$ cat src/rtl/ncs_pkg.sv
package ncs_pkg;

  typedef enum logic [3:0] {
    M_READ       = 4'd0,
    M_UNLOCK2    = 4'd1,
    M_COMMAND    = 4'd2,
    M_AUTOSEL    = 4'd3,
    M_PROGRAM    = 4'd4,
    M_ER_UNLOCK1 = 4'd5,
    M_ER_UNLOCK2 = 4'd6,
    M_ER_COMMAND = 4'd7,
    M_CHIP_BUSY  = 4'd8,
    M_SECT_BUSY  = 4'd9,
    M_QUERY      = 4'd10
  } mode_e;

  localparam logic [7:0] C_KEY_A      = 8'hAA;
  localparam logic [7:0] C_KEY_B      = 8'h55;
  localparam logic [7:0] C_ABORT      = 8'hF0;
  localparam logic [7:0] C_BYPASS     = 8'h20;
  localparam logic [7:0] C_ERASE_SET  = 8'h80;
  localparam logic [7:0] C_IDENT      = 8'h90;
  localparam logic [7:0] C_PROGRAM    = 8'hA0;
  localparam logic [7:0] C_CHIP_GO    = 8'h10;
  localparam logic [7:0] C_SECT_GO    = 8'h30;
  localparam logic [7:0] C_QUERY      = 8'h98;
  localparam logic [7:0] C_BYP_EXIT   = 8'h00;
  localparam int unsigned QUERY_WORD  = 32'h55;

  typedef struct packed {
    mode_e mode;
    logic  bypass;
    logic  prog;
    logic  chip;
    logic  sector;
  } step_t;

  // byte address -> word offset inside the chip
  function automatic int unsigned word_of(int unsigned byte_addr,
                                          int unsigned chip_bytes,
                                          int unsigned bus_bytes);
    return (byte_addr & (chip_bytes - 1)) / bus_bytes;
  endfunction

  // byte address -> sector index inside the chip
  function automatic int unsigned sector_of(int unsigned byte_addr,
                                            int unsigned chip_bytes,
                                            int unsigned sector_bytes);
    return (byte_addr & (chip_bytes - 1)) / sector_bytes;
  endfunction

endpackage

$ cat src/rtl/ncs_decode.sv
module ncs_decode
  import ncs_pkg::*;
#(
  parameter int OFF_W    = 8,
  parameter int UNLOCK_A = 32'h55,
  parameter int UNLOCK_B = 32'hAA
) (
  input  mode_e            mode,
  input  logic             bypass,
  input  logic             we,
  input  logic [7:0]       cmd,
  input  logic [OFF_W-1:0] off,
  input  logic             tmr_done,
  output step_t            nxt
);
  localparam logic [OFF_W-1:0] OFF_A = OFF_W'(UNLOCK_A);
  localparam logic [OFF_W-1:0] OFF_B = OFF_W'(UNLOCK_B);
  localparam logic [OFF_W-1:0] OFF_Q = OFF_W'(QUERY_WORD);

  logic busy, at_a, at_b, at_q;

  always_comb begin
    busy = (mode == M_CHIP_BUSY) || (mode == M_SECT_BUSY);
    at_a = (off == OFF_A);
    at_b = (off == OFF_B);
    at_q = (off == OFF_Q);
    nxt.mode   = mode;
    nxt.bypass = bypass;
    nxt.prog   = 1'b0;
    nxt.chip   = 1'b0;
    nxt.sector = 1'b0;
    if (tmr_done) begin
      nxt.mode = bypass ? M_COMMAND : M_READ;
    end else if (we && !busy) begin
      // fall-back for every failed check
      nxt.mode   = M_READ;
      nxt.bypass = 1'b0;
      if (!(cmd == C_ABORT && mode != M_PROGRAM)) begin
        unique case (mode)
          M_READ: begin
            if (at_q && cmd == C_QUERY) nxt.mode = M_QUERY;
            else if (at_a && cmd == C_KEY_A) nxt.mode = M_UNLOCK2;
          end
          M_UNLOCK2: if (at_b && cmd == C_KEY_B) begin
            nxt.mode = M_COMMAND; nxt.bypass = bypass;
          end
          M_COMMAND: if (bypass || at_a) begin
            nxt.bypass = bypass;
            unique case (cmd)
              C_BYPASS:    begin nxt.mode = M_COMMAND; nxt.bypass = 1'b1; end
              C_ERASE_SET: nxt.mode = M_ER_UNLOCK1;
              C_IDENT:     nxt.mode = M_AUTOSEL;
              C_PROGRAM:   nxt.mode = M_PROGRAM;
              default:     nxt.bypass = 1'b0;
            endcase
          end
          M_PROGRAM: begin
            nxt.prog   = 1'b1;
            nxt.bypass = bypass;
            nxt.mode   = bypass ? M_COMMAND : M_READ;
          end
          M_AUTOSEL: begin
            if (!(bypass && cmd == C_BYP_EXIT) && at_q && cmd == C_QUERY) begin
              nxt.mode = M_QUERY; nxt.bypass = bypass;
            end
          end
          M_ER_UNLOCK1: if (at_a && cmd == C_KEY_A) begin
            nxt.mode = M_ER_UNLOCK2; nxt.bypass = bypass;
          end
          M_ER_UNLOCK2: if (at_b && cmd == C_KEY_B) begin
            nxt.mode = M_ER_COMMAND; nxt.bypass = bypass;
          end
          M_ER_COMMAND: begin
            if (cmd == C_CHIP_GO && at_a) begin
              nxt.mode = M_CHIP_BUSY; nxt.chip = 1'b1; nxt.bypass = bypass;
            end else if (cmd == C_SECT_GO) begin
              nxt.mode = M_SECT_BUSY; nxt.sector = 1'b1; nxt.bypass = bypass;
            end
          end
          default: ;
        endcase
      end
    end
  end
endmodule

$ cat src/rtl/ncs_busy_timer.sv
module ncs_busy_timer #(
  parameter int CHIP_CYC = 40,
  parameter int SECT_CYC = 12
) (
  input  logic clk,
  input  logic rst_n,
  input  logic start_chip,
  input  logic start_sector,
  output logic active,
  output logic done
);
  localparam int MAX_CYC = (CHIP_CYC > SECT_CYC) ? CHIP_CYC : SECT_CYC;
  localparam int CNT_W   = $clog2(MAX_CYC + 1);

  logic [CNT_W-1:0] cnt_q;

  assign done = active && (cnt_q == '0);

  always_ff @(posedge clk or negedge rst_n) begin
    if (!rst_n) begin
      active <= 1'b0;
      cnt_q  <= '0;
    end else if (start_chip) begin
      active <= 1'b1;
      cnt_q  <= CNT_W'(CHIP_CYC - 1);
    end else if (start_sector) begin
      active <= 1'b1;
      cnt_q  <= CNT_W'(SECT_CYC - 1);
    end else if (done) begin
      active <= 1'b0;
    end else if (active) begin
      cnt_q <= cnt_q - 1'b1;
    end
  end
endmodule

$ cat src/rtl/ncs_array.sv
module ncs_array #(
  parameter int BUS_BYTES    = 1,
  parameter int SECTOR_BYTES = 64,
  parameter int NUM_SECTORS  = 4,
  parameter int WORD_W       = 8,
  parameter int SEC_W        = 2
) (
  input  logic                   clk,
  input  logic                   rst_n,
  input  logic                   prog_en,
  input  logic [WORD_W-1:0]      prog_word,
  input  logic [8*BUS_BYTES-1:0] prog_data,
  input  logic                   chip_en,
  input  logic                   sector_en,
  input  logic [SEC_W-1:0]       sector_idx,
  input  logic [WORD_W-1:0]      rd_word,
  output logic [8*BUS_BYTES-1:0] rd_data
);
  localparam int CHIP_BYTES = SECTOR_BYTES * NUM_SECTORS;
  localparam int BUS_BITS   = 8 * BUS_BYTES;

  logic [CHIP_BYTES*8-1:0] flat;

  for (genvar g = 0; g < CHIP_BYTES; g++) begin : g_cell
    localparam int WORD = g / BUS_BYTES;
    localparam int LANE = g % BUS_BYTES;
    localparam int SECT = g / SECTOR_BYTES;
    logic [7:0] cell_q;
    always_ff @(posedge clk or negedge rst_n) begin
      if (!rst_n)
        cell_q <= 8'hFF;
      else if (chip_en || (sector_en && sector_idx == SEC_W'(SECT)))
        cell_q <= 8'hFF;
      else if (prog_en && prog_word == WORD_W'(WORD))
        cell_q <= cell_q & prog_data[8*LANE +: 8];
    end
    assign flat[8*g +: 8] = cell_q;
  end

  assign rd_data = flat[rd_word*BUS_BITS +: BUS_BITS];
endmodule

$ cat src/rtl/nor_cmd_sequencer.sv
module nor_cmd_sequencer
  import ncs_pkg::*;
#(
  parameter int BUS_BYTES          = 1,
  parameter int SECTOR_BYTES       = 64,
  parameter int NUM_SECTORS        = 4,
  parameter int BUS_ADDR_W         = 10,
  parameter int UNLOCK_A           = 32'h55,
  parameter int UNLOCK_B           = 32'hAA,
  parameter int CHIP_ERASE_CYCLES  = 40,
  parameter int SECTOR_ERASE_CYCLES = 12
) (
  input  logic                   clk,
  input  logic                   rst_n,
  input  logic                   ro_lock,
  input  logic                   wr_en,
  input  logic [BUS_ADDR_W-1:0]  wr_addr,
  input  logic [8*BUS_BYTES-1:0] wr_data,
  input  logic [BUS_ADDR_W-1:0]  rd_addr,
  output logic [8*BUS_BYTES-1:0] rd_data,
  output logic [3:0]             mode,
  output logic                   bypass_on,
  output logic                   poll_bit,
  output logic                   busy
);
  localparam int CHIP_BYTES = SECTOR_BYTES * NUM_SECTORS;
  localparam int AW         = $clog2(CHIP_BYTES);
  localparam int LANE_W     = $clog2(BUS_BYTES);
  localparam int OFF_W      = AW - LANE_W;
  localparam int SEC_W      = (NUM_SECTORS > 1) ? $clog2(NUM_SECTORS) : 1;

  mode_e            mode_q;
  logic             bypass_q, poll_q;
  step_t            nxt;
  logic [OFF_W-1:0] wr_off, rd_off;
  logic [SEC_W-1:0] wr_sec;
  logic             tmr_active;

  // named internal events, observed by the bound checker
  logic ev_prog, ev_chip, ev_sector, tmr_done;

  assign wr_off = OFF_W'(word_of(32'(wr_addr), CHIP_BYTES, BUS_BYTES));
  assign rd_off = OFF_W'(word_of(32'(rd_addr), CHIP_BYTES, BUS_BYTES));
  assign wr_sec = SEC_W'(sector_of(32'(wr_addr), CHIP_BYTES, SECTOR_BYTES));

  ncs_decode #(.OFF_W(OFF_W), .UNLOCK_A(UNLOCK_A), .UNLOCK_B(UNLOCK_B)) u_dec (
    .mode(mode_q), .bypass(bypass_q), .we(wr_en), .cmd(wr_data[7:0]),
    .off(wr_off), .tmr_done(tmr_done), .nxt(nxt)
  );

  assign ev_prog   = nxt.prog;
  assign ev_chip   = nxt.chip;
  assign ev_sector = nxt.sector;

  ncs_busy_timer #(.CHIP_CYC(CHIP_ERASE_CYCLES), .SECT_CYC(SECTOR_ERASE_CYCLES)) u_tmr (
    .clk(clk), .rst_n(rst_n), .start_chip(ev_chip), .start_sector(ev_sector),
    .active(tmr_active), .done(tmr_done)
  );

  ncs_array #(.BUS_BYTES(BUS_BYTES), .SECTOR_BYTES(SECTOR_BYTES),
              .NUM_SECTORS(NUM_SECTORS), .WORD_W(OFF_W), .SEC_W(SEC_W)) u_arr (
    .clk(clk), .rst_n(rst_n),
    .prog_en(ev_prog && !ro_lock), .prog_word(wr_off), .prog_data(wr_data),
    .chip_en(ev_chip && !ro_lock), .sector_en(ev_sector && !ro_lock),
    .sector_idx(wr_sec), .rd_word(rd_off), .rd_data(rd_data)
  );

  always_ff @(posedge clk or negedge rst_n) begin
    if (!rst_n) begin
      mode_q   <= M_READ;
      bypass_q <= 1'b0;
      poll_q   <= 1'b0;
    end else begin
      mode_q   <= nxt.mode;
      bypass_q <= nxt.bypass;
      if (ev_prog)                poll_q <= ~wr_data[7];
      else if (ev_chip || ev_sector) poll_q <= 1'b0;
      else if (tmr_done)          poll_q <= ~poll_q;
    end
  end

  assign mode      = mode_q;
  assign bypass_on = bypass_q;
  assign poll_bit  = poll_q;
  assign busy      = tmr_active;
endmodule

$ cat config.mk
export PLATFORM = sky130hd
export DESIGN_NAME = nor_cmd_sequencer
export DESIGN_NICKNAME = d
export VERILOG_FILES = /design/src/rtl/ncs_pkg.sv /design/src/rtl/ncs_decode.sv /design/src/rtl/ncs_busy_timer.sv /design/src/rtl/ncs_array.sv /design/src/rtl/nor_cmd_sequencer.sv
export SDC_FILE = /design/constraint.sdc
export NUM_CORES = 2
export LEC_CHECK = 0
export BUFFER_PORTS_ARGS = -buffer_cell sky130_fd_sc_hd__buf_2
export CORE_MARGIN = 2
export CORE_UTILIZATION = 50
export DETAILED_ROUTE_END_ITERATION = 10
export HOLD_SLACK_MARGIN = 0.06
export PLACE_DENSITY = 0.65
export SLEW_MARGIN = 20
export SYNTH_ARGS = -nofsm -noshare
export SYNTH_HDL_FRONTEND = slang
export SYNTH_SLANG_ARGS = --single-unit
$ cat constraint.sdc
create_clock -name clk -period 6 [get_ports clk]
set_clock_uncertainty 0.2 [all_clocks]
set_input_delay 0.6 -clock clk [delete_from_list [all_inputs] [get_ports clk]]
set_output_delay 0.6 -clock clk [all_outputs]
set_load 0.005 [all_outputs]
==> flow_metrics.py <==
metrics = {
    "outcome": {
        "status": "finished clean",
    },
    "sta": {
        "final-max-slew-violation-count": 0,
        "worst_hold_slack_ns": 0.0457,
        "timing.final.crit_period_ns": 5.65,
        "max_freq_ghz": 0.177,
        "setup_viol": 0,
        "max_slew.worst_pin.slew_ns": 1.30,
        "finalSetupTns_ns": 0,
        "final_hold_viol_count": 0,
        "fin_crit_sh": 0.941,
        "setup_ws_ns": 0.354,
        "timing.slew.headroom": 0.123,
        "rsz_0062_raised_after_global_routing": "no",
    },
    "routing": {
        "routed-wl-met2_mm": 133,
        "detailroute.via_count": 69400,
        "detail_route.iter0.violations": 7659,
        "detail_route.wirelength_mm": 287,
        "top_layer": "met5",
        "firstDrtPassIters": 6,
        "vias_per_cell": 6.34,
        "wl_met1_mm": 116,
        "dr_wl_met3_mm": 24.0,
        "post_drt_wl_per_cell_um": 26.2,
        "ant_nets": 0,
        "post-route-drc-count": 0,
    },
    "synth": {
        "synthesis.instances": 8517,
        "seq_area_frac_synth": 0.581,
        "syn_nets": 8550,
        "ys_ff_latch": 2061,
        "area_of_the_mapped_netlist_mm2": 0.0932,
        "syn_area_per_cell_um2": 10.9,
        "synth-simple-area-share": 0.115,
        "synthXorXnorAreaFrac": 0,
        "synth_warnings": 0,
        "synthesized_area_fraction_occupied_by_adder_cells": 0.000134,
        "synth-async-reset-ratio": 1.00,
        "muxShareOfSynthArea": 0.122,
        "largest_family_of_logic_cells_by_synthesized_area": "compound AO/OA/AOI/OAI gates",
        "synth.lib_cells_used.distinct": 74,
        "number_of_flops_mapped_to_enable_cells_by_yosys": 0,
        "synth-compound-area-share": 0.144,
        "synthFlopType": "dfstp_2",
    },
    "placed_design": {
        "post-dp-hpwl_mm": 169,
        "area_after_dpl_mm2": 0.0957,
        "port-buffer-count": 42,
        "globalplace.congestion": 0.901,
        "place_ws_ns": 0.455,
    },
    "cells_and_area": {
        "commonest_cells_after_routing_fill_and_taps_aside": "nand2_1 (2,258), dfstp_2 (2,048), o21ai_0 (2,018)",
        "drive_gt1_frac": 0.378,
        "nets": 8311,
        "final_common_cell": "nand2_1",
        "finalInstanceArea_mm2": 0.103,
        "fill_cells": 15500,
        "areaGrowthSynthToFinish_pct": 10.6,
    },
    "clocking": {
        "cts-root-to-sink-buffers": 3,
        "depth_of_the_cts_h_tree": 4,
        "cts.sink_count": 2061,
        "cts_tree": "built",
        "cts_resized": 0,
        "cts-buffers-inserted": 210,
        "clkLatencyLatePin_ns": 0.85,
        "clock-root-buffer": "clkbuf_16",
        "clk_pin_slew_worst_paths_ns": 0.06,
    },
    "die": {
        "die_w_um": 436,
        "floorplan.initialDensity": 0.503,
        "design.die.area_mm2": 0.190,
        "floorplan.die.height_um": 436,
        "design.portCount": 47,
        "placement_rows": 158,
        "fp.coreArea_mm2": 0.185,
    },
    "worst_setup_path": {
        "cp.buffers_inverters": 4,
        "ff2ff_setup_slack_ns": 1.75,
        "timing_worst_setup_path_type": "in -> out",
        "timing.critical_path.required_ns": 5.20,
        "crit_path_top_delay_cell": "nor4_1",
        "timing.critical_path.fanout_max": 52,
        "cp_cell_sequence": "buf_8 -> nand2_2 -> buf_4 -> o221ai_1 -> a21oi_1 -> nor3_1 -> nor4_1 -> nor4_1 -> buf_4 -> buf_2",
        "crit_family": "simple AND/OR/NAND/NOR gates",
        "critical_path.startpoint_type": "primary input",
        "sort_of_element_at_the_end_of_the_critical_path": "primary output",
        "cp_data_arrival_time_ns": 4.85,
        "cp_slowest_stage_delay_ns": 1.00,
    },
    "pwr": {
        "total_power_uw": 29200,
        "cellLeakagePower_uw": 0.0483,
        "cell_pwr_density_mw_per_mm2": 283,
        "vdd_drop_max_mv": 0.346,
    },
    "flow_run": {
        "drv_cap": 0,
    },
    "grt": {
        "grt_pass1_vias": 69200,
        "antenna_found_initial": 17,
        "first_pass_grt_wire_length_mm": 436,
        "grt.total_usage": 0.299,
        "maximum_number_of_pins_on_one_net_before_global_route_repair": 185,
        "grt.overflow.total": 0,
    },
    "hold_path": {
        "holdCritPathClass": "in -> async",
    },
}
==> synth_stat cells, types with 46 or more instances <==
cell | n | share of area
buf_2 | 229 | 0.012
mux2i_1 | 129 | 0.014
mux4_2 | 426 | 0.10
a22oi_1 | 141 | 0.011
dfstp_2 | 2048 | 0.58
nor2_1 | 54 | 0.0022
nand2b_1 | 81 | 0.0054
nand2_1 | 2263 | 0.091
buf_4 | 70 | 0.0056
mux2_2 | 46 | 0.0056
nor3_1 | 50 | 0.0027
or3_1 | 51 | 0.0034
o21ai_0 | 2018 | 0.11
a21oi_1 | 107 | 0.0057
clkbuf_1 | 365 | 0.015
o21ai_1 | 55 | 0.0030
==> power breakdown <==
group	switching [uW]	leakage [uW]	total, uW	internal, uW
registers	0.00209	0.0213	14000	14000
clock network	5690	0.00362	13900	8180
logic	1060	0.0234	1370	314
==> cell type report <==
class | count | area [um2] | share of cell area
antenna | 2 | 5.00 | 0.0000485
inverter | 10 | 37.5 | 0.000364
clock inverter | 99 | 1320 | 0.0128
timing repair buffer | 261 | 2630 | 0.0255
sequential | 2061 | 54100 | 0.525
multi-input combinational | 5734 | 35900 | 0.348
clock buffer | 292 | 5990 | 0.0581
tap | 2480 | 3100 | 0.0301
==> registers in the layout, summed over array words and instances (netlist names) <==
| register | cells |
|---|---|
| bypass_on | 1 |
| mode | 4 |
| poll_bit | 1 |
| u_arr.g_cell.cell_q | 2048 |
| u_tmr.active | 1 |
| u_tmr.cnt_q | 6 |
==> metal layers <==
metal | GRT usage | vias to the layer above
met4 | 0.140 | 8
li1 | - | 29400
met5 | 0 | -
met3 | 0.0592 | 663
met2 | 0.464 | 3164
met1 | 0.406 | 36100
==> logic make-up after synthesis <==
kind of cell	count (synthesis)
AOI/OAI and AO/OA	2507
adders and majority gates	1
buffers and inverters	722
DFF	2061
muxes	602
and+or+nand+nor	2624
==> stage by stage <==
step,cells,util
floorplan,8517,-
global placement,10500,0.517
detailed placement,10500,0.517
CTS,10900,0.556
global route,10900,0.557
finish,10900,0.557
==> worst register-to-register path, stage by stage (launching register included) <==
cell,delay [ns]
dfrtp_1,0.51
nor4b_4,0.51
o2111ai_4,0.44
nor3b_2,0.72
nand2_8,0.69
buf_4,0.69
o21ai_0,0.30
nand2_1,0.09
==> timing repair <==
action / CTS / global route
endpoints found under the hold margin: 27 / 0
hold buffers: 4 / 0
buffers inserted: 0 / 0
==> final timing paths <==
kind / endpoint / start / cells after the start
max reg2reg: u_arr.g_cell[212].cell_q[3]$_DFFE_PN1P_ / mode[1]$_DFFE_PN0P_ / 7
min: u_arr.g_cell[193].cell_q[0]$_DFFE_PN1P_ / rst_n / 1
min reg2reg: u_arr.g_cell[199].cell_q[0]$_DFFE_PN1P_ / u_arr.g_cell[199].cell_q[0]$_DFFE_PN1P_ / 2
max in group asynchronous: u_arr.g_cell[23].cell_q[1]$_DFFE_PN1P_ / rst_n / 2
min in group clk: u_arr.g_cell[99].cell_q[4]$_DFFE_PN1P_ / wr_data[4] / 3
max: rd_data[1] / rd_addr[1] / 10
(Power assumes the default switching activity.)
